## config.mk

```make
export PLATFORM = sky130hd
export DESIGN_NAME = core_event_ctrl
export DESIGN_NICKNAME = d
export VERILOG_FILES = /design/src/rtl/cec_pkg.sv /design/src/rtl/cec_edge_detect.sv /design/src/rtl/cec_arbiter.sv /design/src/rtl/cec_insvc_tracker.sv /design/src/rtl/core_event_ctrl.sv
export SDC_FILE = /design/constraint.sdc
export NUM_CORES = 1
export LEC_CHECK = 0
export BUFFER_PORTS_ARGS = -buffer_cell sky130_fd_sc_hd__buf_2
export CAP_MARGIN = 20
export CORE_MARGIN = 10
export CORE_UTILIZATION = 30
export CTS_BUF_LIST = sky130_fd_sc_hd__clkbuf_16
export CTS_CLUSTER_SIZE = 24
export DETAILED_ROUTE_END_ITERATION = 10
export SLEW_MARGIN = 10
export SYNTH_ARGS = -nofsm -noshare
export SYNTH_HDL_FRONTEND = slang
export SYNTH_SLANG_ARGS = --single-unit
```

## constraint.sdc

```tcl
create_clock -name clk -period 5.1 [get_ports clk]
set_input_delay 0.765 -clock clk [delete_from_list [all_inputs] [get_ports clk]]
set_output_delay 0.765 -clock clk [all_outputs]
set_load 0.1 [all_outputs]
```

## src/rtl/cec_pkg.sv

```systemverilog
package cec_pkg;
    localparam int NUM_LVL  = 16;
    localparam int IDX_W    = $clog2(NUM_LVL);
    localparam int LVL_NMI  = 2;
    localparam int LVL_RSVD = 4;
    localparam int NUM_FIXED_ON = 4;  // levels 0..3 ignore the enable register

    typedef logic [NUM_LVL-1:0] lvl_vec_t;
    typedef logic [IDX_W-1:0]   lvl_idx_t;

    typedef enum logic [IDX_W-1:0] {
        CLS_DEBUG = 4'd0, CLS_RESET = 4'd1, CLS_NMI = 4'd2, CLS_EXCEPT = 4'd3,
        CLS_UNUSED = 4'd4, CLS_HWERR = 4'd5, CLS_TIMER = 4'd6, CLS_GP_FIRST = 4'd7
    } evt_class_e;

    typedef struct packed {
        logic     found;
        lvl_idx_t idx;
    } pick_t;

    localparam lvl_vec_t ALWAYS_ON = lvl_vec_t'((1 << NUM_FIXED_ON) - 1);
    localparam lvl_vec_t RSVD_MASK = lvl_vec_t'(1) << LVL_RSVD;

    function automatic pick_t lowest_set(input lvl_vec_t v);
        pick_t r;
        r.found = 1'b0;
        r.idx   = '0;
        for (int i = NUM_LVL - 1; i >= 0; i--) begin
            if (v[i]) begin
                r.found = 1'b1;
                r.idx   = lvl_idx_t'(i);
            end
        end
        return r;
    endfunction
endpackage

```

## src/rtl/cec_edge_detect.sv

```systemverilog
module cec_edge_detect
    import cec_pkg::*;
(
    input  logic     clk,
    input  logic     rst,
    input  lvl_vec_t lines_i,
    output lvl_vec_t rise_o
);
    lvl_vec_t prev_q;

    for (genvar g = 0; g < NUM_LVL; g++) begin : g_bit
        always_ff @(posedge clk) begin
            if (rst) prev_q[g] <= 1'b0;
            else     prev_q[g] <= lines_i[g];
        end
        assign rise_o[g] = lines_i[g] & ~prev_q[g];
    end
endmodule

```

## src/rtl/cec_arbiter.sv

```systemverilog
module cec_arbiter
    import cec_pkg::*;
(
    input  lvl_vec_t pend_i,
    input  lvl_vec_t en_i,
    input  lvl_vec_t insvc_i,
    output logic     valid_o,
    output lvl_idx_t idx_o
);
    lvl_vec_t eligible;
    pick_t    winner;
    pick_t    busy;

    always_comb begin
        eligible = pend_i & (en_i | ALWAYS_ON) & ~RSVD_MASK;
        winner   = lowest_set(eligible);
        busy     = lowest_set(insvc_i);
        valid_o  = winner.found && (!busy.found || (winner.idx < busy.idx));
        idx_o    = winner.idx;
    end
endmodule

```

## src/rtl/cec_insvc_tracker.sv

```systemverilog
module cec_insvc_tracker
    import cec_pkg::*;
(
    input  logic     clk,
    input  logic     rst,
    input  logic     ack_fire_i,
    input  lvl_idx_t ack_idx_i,
    input  logic     rfe_i,
    output lvl_vec_t insvc_o
);
    lvl_vec_t insvc_q;
    lvl_vec_t after_rfe;

    always_comb begin
        // clearing the lowest set bit retires the innermost (highest-priority) event
        after_rfe = rfe_i ? (insvc_q & (insvc_q - lvl_vec_t'(1))) : insvc_q;
    end

    always_ff @(posedge clk) begin
        if (rst) insvc_q <= '0;
        else if (ack_fire_i) insvc_q <= after_rfe | (lvl_vec_t'(1) << ack_idx_i);
        else insvc_q <= after_rfe;
    end

    assign insvc_o = insvc_q;

    assert_ack_marks_R7: assert property (@(posedge clk) disable iff (rst)
        ack_fire_i |=> insvc_q[$past(ack_idx_i)]);

    assert_rfe_retires_one_R9: assert property (@(posedge clk) disable iff (rst)
        (rfe_i && !ack_fire_i && insvc_q != '0)
        |=> ($countones(insvc_q) == $countones($past(insvc_q)) - 1));
endmodule

```

## src/rtl/core_event_ctrl.sv

```systemverilog
module core_event_ctrl
    import cec_pkg::*;
(
    input  logic        clk,
    input  logic        rst,
    input  logic [15:0] req_i,
    input  logic        nmi_pin_i,
    input  logic        wdog_i,
    input  logic        en_wr_i,
    input  logic [15:0] en_data_i,
    input  logic        clr_wr_i,
    input  logic [15:0] clr_data_i,
    input  logic        ack_i,
    input  logic        rfe_i,
    output logic        evt_valid_o,
    output logic [3:0]  evt_idx_o,
    output logic [15:0] pend_o,
    output logic [15:0] en_o,
    output logic [15:0] insvc_o
);
    lvl_vec_t lines, rise, pend_q, en_q, insvc, ack_vec, clr_vec;
    logic     valid, ack_fire;
    lvl_idx_t idx;

    always_comb begin
        lines          = req_i;
        lines[LVL_NMI] = req_i[LVL_NMI] | nmi_pin_i | wdog_i;
    end

    cec_edge_detect u_edge (
        .clk(clk), .rst(rst), .lines_i(lines), .rise_o(rise)
    );

    cec_arbiter u_arb (
        .pend_i(pend_q), .en_i(en_q), .insvc_i(insvc),
        .valid_o(valid), .idx_o(idx)
    );

    assign ack_fire = ack_i & valid;

    cec_insvc_tracker u_insvc (
        .clk(clk), .rst(rst), .ack_fire_i(ack_fire), .ack_idx_i(idx),
        .rfe_i(rfe_i), .insvc_o(insvc)
    );

    always_comb begin
        ack_vec = ack_fire ? (lvl_vec_t'(1) << idx) : '0;
        clr_vec = clr_wr_i ? clr_data_i : '0;
    end

    always_ff @(posedge clk) begin
        if (rst) begin
            pend_q <= '0;
            en_q   <= '0;
        end else begin
            pend_q <= (pend_q & ~clr_vec & ~ack_vec) | (rise & ~RSVD_MASK);
            if (en_wr_i) en_q <= en_data_i;
        end
    end

    assign evt_valid_o = valid;
    assign evt_idx_o   = idx;
    assign pend_o      = pend_q;
    assign en_o        = en_q;
    assign insvc_o     = insvc;

    assert_rsvd_idle_R3: assert property (@(posedge clk) disable iff (rst)
        !pend_q[LVL_RSVD] && !(evt_valid_o && evt_idx_o == 4'(LVL_RSVD)));

    assert_set_needs_edge_R2: assert property (@(posedge clk) disable iff (rst)
        (pend_q & ~$past(pend_q) & ~$past(rise)) == '0);

    assert_presented_pending_R4: assert property (@(posedge clk) disable iff (rst)
        evt_valid_o |-> pend_q[evt_idx_o]);

    assert_strict_nesting_R8: assert property (@(posedge clk) disable iff (rst)
        evt_valid_o |-> ((insvc & ((lvl_vec_t'(2) << evt_idx_o) - lvl_vec_t'(1))) == '0));

    assert_gate_R5: assert property (@(posedge clk) disable iff (rst)
        (evt_valid_o && evt_idx_o >= 4'(NUM_FIXED_ON)) |-> en_q[evt_idx_o]);
endmodule

```

Yosys cells after proc, flatten, opt, wreduce, memory -nomap -nowiden
Cells that the tools add are included.
- $add $sub $neg: 1
- multiply operators: 0
- div/mod/pow operators: 0
- magnitude comparators: 1
- equal/unequal tests: 0
- shifts and indexed selects: 1
- muxes and demuxes: 35
- bitwise logic cells: 41
- reductions and logical operators: 3
- operators with widths (operator ; count):
    $mux W5 ; 31
    $and A16 B16 Y16 ; 4
    $mux W16 ; 4
    $not A16 Y16 ; 2
    $or A16 B16 Y16 ; 2
    $and A1 B1 Y1 ; 16
    $shl A1 B4 Y16 const A ; 1
    $sub A16 B1 Y16 const B ; 1
    $not A1 Y1 ; 15
    $lt A4 B4 Y1 ; 1
    $or A1 B1 Y1 ; 2
    $logic_and A1 B1 Y1 ; 1
    $logic_not A1 Y1 ; 1
    $logic_or A1 B1 Y1 ; 1
- register bits after elaboration: 63
- bits in latches: 0
- memory bits (writable): 0
- memory bits (read-only): 0
- input bits: 56
- output and inout port bits: 53
- memories: 0

Depth between registers and ports, before layout
Gate-level depths: netlist of run 1.
- depth in word-level cells: 24
- gate-level depth with buffers: 14
- mapped depth without buffers: 14

Hierarchy
A second synthesis of run 1 with hierarchy kept.
- cells, all modules: 353
- area total of the unflattened synthesis: 3276.9 µm²
- modules (own cells, without submodules) (module ; times used ; cells each ; area an instance (µm²)):
    core_event_ctrl ; 1 ; 142 ; 1501.4
    cec_insvc_tracker ; 1 ; 87 ; 772.0
    cec_edge_detect ; 1 ; 49 ; 564.3
    cec_arbiter ; 1 ; 75 ; 439.2

Least setup slack after synthesis of run 1
Ideal clock, no wire load.
- kind: register to output
- start point: reg en_q[14], in the netlist en_o[14]
- end point: out evt_valid_o
- arrival time: 5.601 ns
- data required time: 4.335 ns
- path slack: -1.266 ns
- stages on the path, launching flop included: 10
- path through: dfxtp_1 -> a22oi_1 -> nand2b_1 -> a31oi_1 -> nor3_1 -> nor3_1 -> ha_1 -> nand3_1 -> a311oi_4 -> nor2_2
- longest elaborated chain between the ends: 18
- RTL lines (item ; RTL line ; text):
    from (decl) ; core_event_ctrl.sv:21 ; lvl_vec_t lines, rise, pend_q, en_q, insvc, ack_vec, clr_vec;
    from (signal assigned) ; core_event_ctrl.sv:57 ; if (en_wr_i) en_q <= en_data_i;
    $and A16 B16 Y16 ; cec_arbiter.sv:15 ; eligible = pend_i & (en_i | ALWAYS_ON) & ~RSVD_MASK;
    $mux W5 (14 in series) ; cec_pkg.sv:29 ; if (v[i]) begin
    via evt_idx_o[1] ; core_event_ctrl.sv:16 ; output logic [3:0] evt_idx_o,
    $lt A4 B4 Y1 ; cec_arbiter.sv:18 ; valid_o = winner.found && (!busy.found || (winner.idx < busy.idx));
    $logic_or A1 B1 Y1 ; cec_arbiter.sv:18 ;
    $logic_and A1 B1 Y1 ; cec_arbiter.sv:18 ;
    to (decl) ; core_event_ctrl.sv:15 ; output logic evt_valid_o,
The timed path passes the listed nets, and every way through them passes these cells.

Worst setup path in the final report of run 1
- start point: reg pend_q[1], in the netlist pend_o[1]
- end point: out evt_valid_o
- longest elaborated chain between the ends: 6
- RTL lines (item ; RTL line ; text):
    from (decl) ; core_event_ctrl.sv:21 ;
    from (signal assigned) ; core_event_ctrl.sv:56 ; pend_q <= (pend_q & ~clr_vec & ~ack_vec) | (rise & ~RSVD_MASK);
    $and A16 B16 Y16 * ; cec_arbiter.sv:15 ;
    $mux W5 * (2 in series) ; cec_pkg.sv:29 ;
    $lt A4 B4 Y1 ; cec_arbiter.sv:18 ;
    $logic_or A1 B1 Y1 ; cec_arbiter.sv:18 ;
    $logic_and A1 B1 Y1 * ; cec_arbiter.sv:18 ;
Mark *: on every way between the ends. The rest lies on a longest branch, timed or not.

==> results of run 1 <==
-- cells in the final DEF (no fill, tap or decap), types with 6 or more instances in the layout --
cell type	n
clkbuf_16	9
dfxtp_1	63
nor3_1	9
inv_1	15
nand3_1	13
mux2i_1	16
nor2b_1	26
a41o_1	9
nor2_1	28
o21ai_0	7
a21oi_1	11
buf_2	107
nand2_1	36
a31oi_1	6
-- per-stage QoR --
stage | hold slack [ps] | worst slack, ps | instances
6_report | 418 | 759 | 582
5_1_grt | 449 | 480 | 582
4_1_cts | 418 | 789 | 581
3_5_place_dp | 410 | 1150 | 565
3_3_place_gp | 397 | 1220 | 565
2_1_floorplan | 391 | 157 | 337
-- layout make-up --
| class | instances | area [sq um] |
|---|---|---|
| Timing Repair Buffer | 108 | 543 |
| Inverter | 16 | 60.1 |
| Multi-Input combinational cell | 245 | 1640 |
| Tap cell | 133 | 166 |
| Sequential cell | 63 | 1260 |
| Clock buffer | 9 | 225 |
| Clock inverter | 7 | 111 |
| Antenna cell | 1 | 2.50 |
| Fill cell | 1009 | 5770 |
-- worst max-delay path: stages, from the launching register on --
cell and delay [ps]:
dfxtp_1 420, nor4_2 510, o21ai_1 310, inv_1 310
ha_1 300, a21o_1 180, a21oi_1 140, or2_2 170
o21ai_0 110, nor2_2 290, buf_2 510
-- report_power, final --
group / switching [uW] / internal, uW / total, uW
Sequential: 32.9 / 522 / 555
Combinational: 379 / 115 / 494
Clock: 218 / 473 / 692
-- sequential cells by signal, summed over array words and instances, names as in the netlist --
name and cells:
u_edge.prev_q 15, pend_o 16, en_o 16, u_insvc.insvc_o 16
-- cells by family after synthesis --
family | count (synthesis) | share of synthesized area
AND/OR/NAND/NOR | 151 | 0.274
AO/OA/AOI/OAI | 75 | 0.202
flip-flops | 63 | 0.420
buffers and inverters | 29 | 0.0379
multiplexers | 16 | 0.0533
adder cells (fa/ha/maj) | 3 | 0.0125
-- worst max path at each step --
stage	slack (ps)	start	endpoint
5_1_grt	480	pend_o[1]$_SDFF_PP0_	evt_valid_o
6_report	760	pend_o[1]$_SDFF_PP0_	evt_valid_o
3_3_place_gp	1220	pend_o[1]$_SDFF_PP0_	evt_valid_o
2_1_floorplan	160	en_o[14]$_SDFFE_PP0P_	evt_valid_o
4_1_cts	790	pend_o[1]$_SDFF_PP0_	evt_valid_o
3_5_place_dp	1150	pend_o[1]$_SDFF_PP0_	evt_valid_o
-- routing by layer --
metal / wire length (microns) / track usage / vias to the layer above / share of wire
met4: 129 / 0.0498 / 0 / 0.013
li1: - / - / 1453 / -
met3: 794 / 0.0539 / 6 / 0.082
met2: 4510 / 0.218 / 87 / 0.46
met1: 4270 / 0.166 / 1361 / 0.44
met5: 0 / 0 / - / 0
==> impl_metrics.py, run 1 <==
metrics = {
    "logic_synthesis": {
        "synth_top_area_cell": "dfxtp_1",
        "yosys.area.top_type_share": 0.420,
        "avgSynthCellArea_sq_um": 8.91,
        "ys_ff_latch": 63,
        "ys_types": 56,
        "synth_area_leaders": "dfxtp_1, nor2b_1, mux2i_1",
        "synth_edf_count": 0,
        "yosysSeqAreaShare": 0.420,
        "syn_inst": 337,
        "yosys_most_used_dff": "dfxtp_1",
        "syn-num-nets": 396,
        "synth_area_sq_um": 3000,
        "ys_warn_count": 0,
        "async_flop_share": 0,
        "synth_most_common_cell": "dfxtp_1",
        "synthTopCellsByCount": "dfxtp_1, nand2_1, nor2_1, nor2b_1, mux2i_1",
    },
    "setup_path": {
        "cp_max_fo": 9,
        "end_kind": "output port",
        "arrival_ps": 3580,
        "r2r_slack_ps": 1710,
        "crit-reg2reg-launch": "pend_o[1]$_SDFF_PP0_",
        "crit_type": "flop to output port",
        "critPathRequiredTime_ps": 4340,
        "reg2reg_depth": 11,
        "r2r_end": "u_insvc.insvc_o[9]$_SDFF_PP0_",
        "critPathLaunchType": "flop",
    },
    "power_and_ir_drop": {
        "p_leak_uw": 0.00189,
        "power_density_nw_per_um2": 434,
        "p_total_uw": 1740,
        "ir_drop_uv": 201,
    },
    "routing": {
        "via_per_inst": 4.99,
        "drt-total-wl_microns": 9700,
        "drc": 0,
        "drt.antenna.violating_nets": 0,
        "first_pass_iters": 4,
        "drt_iter0_markers": 183,
        "vias": 2907,
        "wl_per_cell_microns": 16.7,
    },
    "clock_network": {
        "cts_sinks": 63,
        "hold_buffers": 0,
        "cts_made_buffers": 9,
        "post_cts_resized": 0,
        "clk_latency_ps": 330,
        "cts.path.max_buffers": 2,
        "clk_pin_slew_worst_paths_ps": 50,
        "cts_tree": "done",
        "htree_num_levels": 3,
        "cts_root_buf": "clkbuf_16",
        "cts_setup_buffers": 0,
    },
    "sta": {
        "slew_headroom": 0.441,
        "finalClockSkew_ps": 10.6,
        "timing.setup.tns_ps": 0,
        "tightestPinTransition_ps": 827,
        "fin_crit_sh": 0.851,
        "post-route-min-period_ps": 4340,
        "setup_viol": 0,
        "final-hold-violation-count": 0,
        "rsz0062_at_grt": "no",
        "slew_viol_final": 0,
        "fmax_mhz": 230,
    },
    "floorplanning": {
        "fp-row-count": 36,
        "io-pin-count": 109,
        "core_region_area_sq_um": 9770,
        "fp.dieH_microns": 120,
        "initial_core_util": 0.307,
        "die_w_microns": 120,
        "dieArea_sq_um": 14400,
    },
    "min_path": {
        "min-delay-start": "u_edge.prev_q[0]$_SDFF_PP0_",
        "holdPathEnd": "pend_o[0]$_SDFF_PP0_",
        "hold_depth": 1,
        "worstHoldPathType": "flop to flop",
    },
    "place": {
        "dp_hpwl_microns": 7570,
        "portBuffers": 107,
        "place_congestion": 0.822,
        "place_area_sq_um": 3670,
    },
    "final_layout": {
        "finish.utilization": 0.410,
        "drive_above_1_share": 0.315,
        "fin_nets": 502,
        "final_area_sq_um": 4010,
        "area_growth_pct": 33.5,
    },
    "global_route": {
        "grt_first_pass_wirelength_microns": 16000,
        "track_usage": 0.138,
        "grt_overflow": 0,
        "antenna_found_initial": 1,
        "grt_max_degree": 48,
        "grt_pass1_vias": 3058,
    },
    "run_status": {
        "run_status": "finished clean",
    },
    "run": {
        "cap_violations": 0,
    },
}
Note: power is estimated with default switching activity, not from simulation.
==> run 2: changes to the inputs <==
==> constraint.sdc (replaced) <==
create_clock -name clk -period 5.05 [get_ports clk]
set_input_delay 0.7575 -clock clk [delete_from_list [all_inputs] [get_ports clk]]
set_output_delay 0.7575 -clock clk [all_outputs]
set_load 0.1 [all_outputs]
==> run 2 against run 1 <==
  * Critical endpoint unchanged
  * Clock skew down 7.3 ps
  * Register-to-register slack got worse by 70 ps
  * Worst hold slack got worse by 3.2 ps
==> impl_metrics.py, run 2 (synthesized netlist as in run 1, its figures left out) <==
metrics = {
    "sta": {
        "finalClockSkew_ps": 3.30,
        "slew_headroom": 0.401,
        "slew_viol_final": 0,
        "hold_ws_ps": 415,
        "fmax_mhz": 231,
        "fin_crit_sh": 0.855,
        "final-hold-violation-count": 0,
        "rsz0062_at_grt": "no",
        "setup_viol": 0,
        "post-route-min-period_ps": 4320,
        "tightestPinTransition_ps": 886,
        "timing.setup.tns_ps": 0,
    },
    "power_and_ir_drop": {
        "sw_frac_of_total": 0.384,
        "p_total_uw": 1660,
        "p_int_uw": 1020,
        "power_density_nw_per_um2": 419,
        "power_frac_seq": 0.338,
        "pwr-share-comb": 0.301,
        "pwr-share-clk": 0.361,
        "p_leak_uw": 0.00186,
        "switchingPower_uw": 637,
        "ir_drop_uv": 196,
    },
    "global_route": {
        "grt_pass1_vias": 3074,
        "antenna_found_initial": 0,
        "track_usage": 0.136,
        "grt_first_pass_wirelength_microns": 16000,
        "grt_overflow": 0,
        "grt_max_degree": 48,
    },
    "clock_network": {
        "post_cts_resized": 0,
        "hold_buffers": 0,
        "cts_tree": "done",
        "htree_num_levels": 3,
        "cts_sinks": 63,
        "clk_pin_slew_worst_paths_ps": 50,
        "cts_root_buf": "clkbuf_16",
        "clk_latency_ps": 320,
        "cts.path.max_buffers": 2,
        "cts_made_buffers": 9,
        "cts_setup_buffers": 0,
    },
    "final_layout": {
        "n_antenna_cell": 0,
        "area_growth_pct": 31.8,
        "layout_commonest_cell": "buf_2",
        "fin_nets": 502,
        "final_cell_mix": "buf_2, dfxtp_1, nand2_1, nor2_1, nor2b_1",
        "drive_above_1_share": 0.315,
    },
    "setup_path": {
        "cp_slowest_stage_delay_ps": 510,
        "critPathRequiredTime_ps": 4290,
        "crit_type": "flop to output port",
        "arrival_ps": 3560,
        "end_kind": "output port",
        "slowest_stage": "buf_2",
        "cp_max_fo": 7,
        "critical_path.cell_chain": "a22oi_1 > nand2_1 > o21ai_1 > inv_1 > ha_1 > a21o_1 > a21oi_1 > or2_2 > o21ai_0 > nor2_2 > buf_2",
        "critPathLaunchType": "flop",
    },
    "routing": {
        "first_pass_iters": 4,
        "drt-total-wl_microns": 9740,
        "via_per_inst": 5.07,
        "drt_iter0_markers": 162,
        "drc": 0,
        "vias": 2948,
        "drt.antenna.violating_nets": 0,
        "wl_per_cell_microns": 16.8,
    },
    "floorplanning": {
        "dieArea_sq_um": 14400,
        "fp-row-count": 36,
        "fp.dieH_microns": 120,
        "io-pin-count": 109,
        "core_region_area_sq_um": 9770,
        "die_w_microns": 120,
        "initial_core_util": 0.307,
    },
    "place": {
        "place_congestion": 0.821,
        "portBuffers": 107,
        "dp_hpwl_microns": 7580,
    },
    "run_status": {
        "run_status": "finished clean",
    },
    "min_path": {
        "worstHoldPathType": "flop to flop",
    },
    "run": {
        "cap_violations": 0,
    },
}
run 2: cell count changes in the layout (fill, tap and decap cells not counted):
cell	before	now
clkinv_2	2	3
bufinv_16	3	1
diode_2	1	0
clkinvlp_4	1	2
run 2: power groups by stage:
| stage | combinational, uW | clock, uW | sequential (uW) |
|---|---|---|---|
| floorplan | 242 | 0 | 723 |
| global route | 533 | 630 | 567 |
| CTS | 501 | 606 | 560 |
| detailed placement | 499 | 0 | 570 |
| global placement | 495 | 0 | 569 |
| finish | 499 | 598 | 561 |
run 2: area by class of cell:
cell class	instances	area, sq um
clock inverter	7	63.8
tap	133	166
timing repair buffer	108	543
fill	1025	5820
multi-input combinational	245	1640
sequential	63	1260
clock buffer	9	225
inverter	16	60.1
run 2: stage by stage:
stage	setup WS (ps)	cell area, sq um	cells	util
floorplan	114	3010	337	-
global placement	1170	3670	565	0.375
detailed placement	1130	3670	565	0.375
CTS	779	3960	581	0.405
global route	437	3960	581	0.405
finish	730	3960	581	0.405
run 2: worst max-delay path: cells and delay by family, from the launching register on:
kind	cells	cell delay [ps]
and+or+nand+nor	3	610
DFF	1	340
adders and majority gates	1	360
buffers and inverters	2	780
AOI/OAI and AO/OA	5	1140
run 2: worst paths after layout:
| path | slack [ps] | endpoint | cells past startpoint | startpoint |
|---|---|---|---|---|
| worst max-delay path | 730 | evt_valid_o | 11 | pend_o[6]$_SDFF_PP0_ |
| worst min register to register | 410 | pend_o[0]$_SDFF_PP0_ | 1 | u_edge.prev_q[0]$_SDFF_PP0_ |
| worst max register to register | 1640 | u_insvc.insvc_o[9]$_SDFF_PP0_ | 12 | pend_o[6]$_SDFF_PP0_ |
| worst min-delay path | 410 | pend_o[0]$_SDFF_PP0_ | 1 | u_edge.prev_q[0]$_SDFF_PP0_ |
run 2: layer usage:
layer	global-route usage	up-vias	wire (microns)
met2	0.220	89	4450
met5	0	-	0
li1	-	1444	-
met1	0.167	1406	4410
met3	0.0464	9	705
met4	0.0437	0	166
==> run 3: changes to the inputs <==
--- a/config.mk
+++ b/config.mk
@@ -6,12 +6,12 @@
 export NUM_CORES = 1
 export LEC_CHECK = 0
 export BUFFER_PORTS_ARGS = -buffer_cell sky130_fd_sc_hd__buf_2
-export CAP_MARGIN = 20
 export CORE_MARGIN = 10
 export CORE_UTILIZATION = 30
 export CTS_BUF_LIST = sky130_fd_sc_hd__clkbuf_16
 export CTS_CLUSTER_SIZE = 24
 export DETAILED_ROUTE_END_ITERATION = 10
+export RECOVER_POWER = 100
 export SLEW_MARGIN = 10
 export SYNTH_ARGS = -nofsm -noshare
 export SYNTH_HDL_FRONTEND = slang
==> run 3 against run 2 <==
  * The run now ends with max-capacitance violations, max-slew violations left
  * Clock power about the same
  * Critical endpoint unchanged
  * Wire length fell by 0.31%
  * Global-route usage did not move
  * Cell count unchanged
  * Non-clock buffer count did not move
  * Maximum frequency up 0.30%
  * Sequential share of layout area up 0.64 points
  * Highest routed layer unchanged
==> impl_metrics.py, run 3 (synthesized netlist as in run 1, its figures left out) <==
metrics = {
    "clock_network": {
        "clk_latency_ps": 320,
        "hold_buffers": 0,
        "post_cts_resized": 0,
        "cts_root_buf": "clkbuf_16",
        "htree_num_levels": 3,
        "cts_setup_buffers": 0,
        "cts.path.max_buffers": 2,
        "cts_tree": "done",
        "cts_made_buffers": 9,
        "cts_sinks": 63,
        "clk_pin_slew_worst_paths_ps": 50,
    },
    "final_layout": {
        "finish.utilization": 0.397,
        "final_cell_mix": "dfxtp_1, buf_2, clkbuf_1, nand2_1, nor2_1",
        "regArea_sq_um": 1260,
        "num-fill-cells": 1051,
        "n_antenna_cell": 0,
        "layout_commonest_cell": "dfxtp_1",
        "multiInputGateArea_sq_um": 1630,
        "area_growth_pct": 29.2,
        "fin_nets": 502,
        "drive_above_1_share": 0.194,
    },
    "routing": {
        "drc": 0,
        "vias": 2934,
        "drt-total-wl_microns": 9710,
        "via_per_inst": 5.05,
        "drt.antenna.violating_nets": 0,
        "wl_per_cell_microns": 16.7,
        "first_pass_iters": 4,
        "drt_iter0_markers": 152,
    },
    "setup_path": {
        "r2r_end": "u_insvc.insvc_o[9]$_SDFF_PP0_",
        "critPathLaunchType": "flop",
        "critPathRequiredTime_ps": 4290,
        "arrival_ps": 3550,
        "crit-reg2reg-launch": "pend_o[1]$_SDFF_PP0_",
        "reg2reg_depth": 11,
        "cp_slowest_stage_delay_ps": 530,
        "cp_max_fo": 9,
        "r2r_slack_ps": 1610,
        "critPathLaunch": "pend_o[1]$_SDFF_PP0_",
        "slowest_stage": "clkbuf_2",
        "critical_path.cell_chain": "nor4_2 > o21ai_1 > inv_1 > ha_1 > a21o_1 > a21oi_1 > or2_2 > o21ai_0 > nor2_2 > clkbuf_2",
        "end_kind": "output port",
        "crit_type": "flop to output port",
    },
    "floorplanning": {
        "fp-row-count": 36,
        "initial_core_util": 0.307,
        "fp.dieH_microns": 120,
        "io-pin-count": 109,
        "core_region_area_sq_um": 9770,
        "die_w_microns": 120,
        "dieArea_sq_um": 14400,
    },
    "global_route": {
        "track_usage": 0.136,
        "grt_max_degree": 48,
        "grt_util_met2": 0.220,
        "grt_first_pass_wirelength_microns": 16000,
        "antenna_found_initial": 0,
        "use_met3": 0.0464,
        "grt_overflow": 0,
        "busiest_layer": "met2",
        "grt_pass1_vias": 3074,
        "grt_use_met1": 0.167,
    },
    "sta": {
        "slew_viol_final": 48,
        "final-hold-violation-count": 0,
        "finalClockSkew_ps": 4.15,
        "setup_viol": 0,
        "tightestPinTransition_ps": 2090,
        "fin_crit_sh": 0.853,
        "post-route-min-period_ps": 4310,
        "slew_headroom": -0.392,
        "fmax_mhz": 232,
        "timing.setup.tns_ps": 0,
        "rsz0062_at_grt": "no",
    },
    "min_path": {
        "hold_depth": 1,
        "worstHoldPathType": "flop to flop",
        "min-delay-start": "u_edge.prev_q[0]$_SDFF_PP0_",
        "holdPathEnd": "pend_o[0]$_SDFF_PP0_",
    },
    "power_and_ir_drop": {
        "power_frac_seq": 0.340,
        "pwr-share-comb": 0.297,
        "pwr-share-clk": 0.363,
        "power_density_nw_per_um2": 425,
        "ir_drop_uv": 192,
        "switchingPower_uw": 636,
        "p_leak_uw": 0.00166,
        "sw_frac_of_total": 0.386,
        "p_int_uw": 1010,
    },
    "run": {
        "cap_violations": 1,
    },
    "run_status": {
        "violations": "max-capacitance violations, max-slew violations",
        "run_status": "complete, but fails checks",
    },
    "place": {
        "place_congestion": 0.821,
        "dp_hpwl_microns": 7580,
        "portBuffers": 107,
    },
}
## run 3: changes by cell type in the layout (fill, tap and decap cells not counted), moves of 2 or more
cell,delta
nor3_1,+2
buf_2,-52
clkbuf_1,+52
nor3_2,-2
## run 3: layer usage
layer  wire length [microns]  part of all wire
met5                       0                 0
met3                     714             0.074
met1                    4390              0.45
met2                    4430              0.46
met4                     166             0.017
## run 3: metrics by stage
| stage | hold slack [ps] | setup slack [ps] | area, sq um | cells | total power [uW] |
|---|---|---|---|---|---|
| after floorplan | 391 | 114 | 3010 | 337 | 965 |
| after global placement | 397 | 1170 | 3670 | 565 | 1060 |
| after detailed placement | 407 | 1130 | 3670 | 565 | 1070 |
| after CTS | 416 | 779 | 3960 | 581 | 1670 |
| after global routing | 432 | 449 | 3880 | 581 | 1720 |
| final | 414 | 743 | 3880 | 581 | 1650 |
## run 3: critical path: cells and delay by family (launching register included)
family	cells	cell delay, ps
compound gates	4	710
fa+ha+maj	1	290
buf+inv	2	820
flops	1	430
simple gates	3	980
## run 3: final cells by class
cell class	instances	area share
Tap cell	133	0.0429
Multi-Input combinational cell	245	0.420
Inverter	16	0.0155
Clock inverter	7	0.0164
Timing Repair Buffer	108	0.123
Sequential cell	63	0.325
Clock buffer	9	0.0580
## run 3: worst max-delay path by stage
stage,to
2_1_floorplan,evt_valid_o
3_3_place_gp,evt_valid_o
3_5_place_dp,evt_valid_o
4_1_cts,evt_valid_o
5_1_grt,evt_valid_o
6_report,evt_valid_o
## run 3: power by group through the flow
stage	Sequential, uW	Combinational (uW)	Clock (uW)
6_report	561	489	598
5_1_grt	568	524	630
4_1_cts	560	501	606
3_5_place_dp	570	499	0
3_3_place_gp	569	495	0
2_1_floorplan	723	242	0
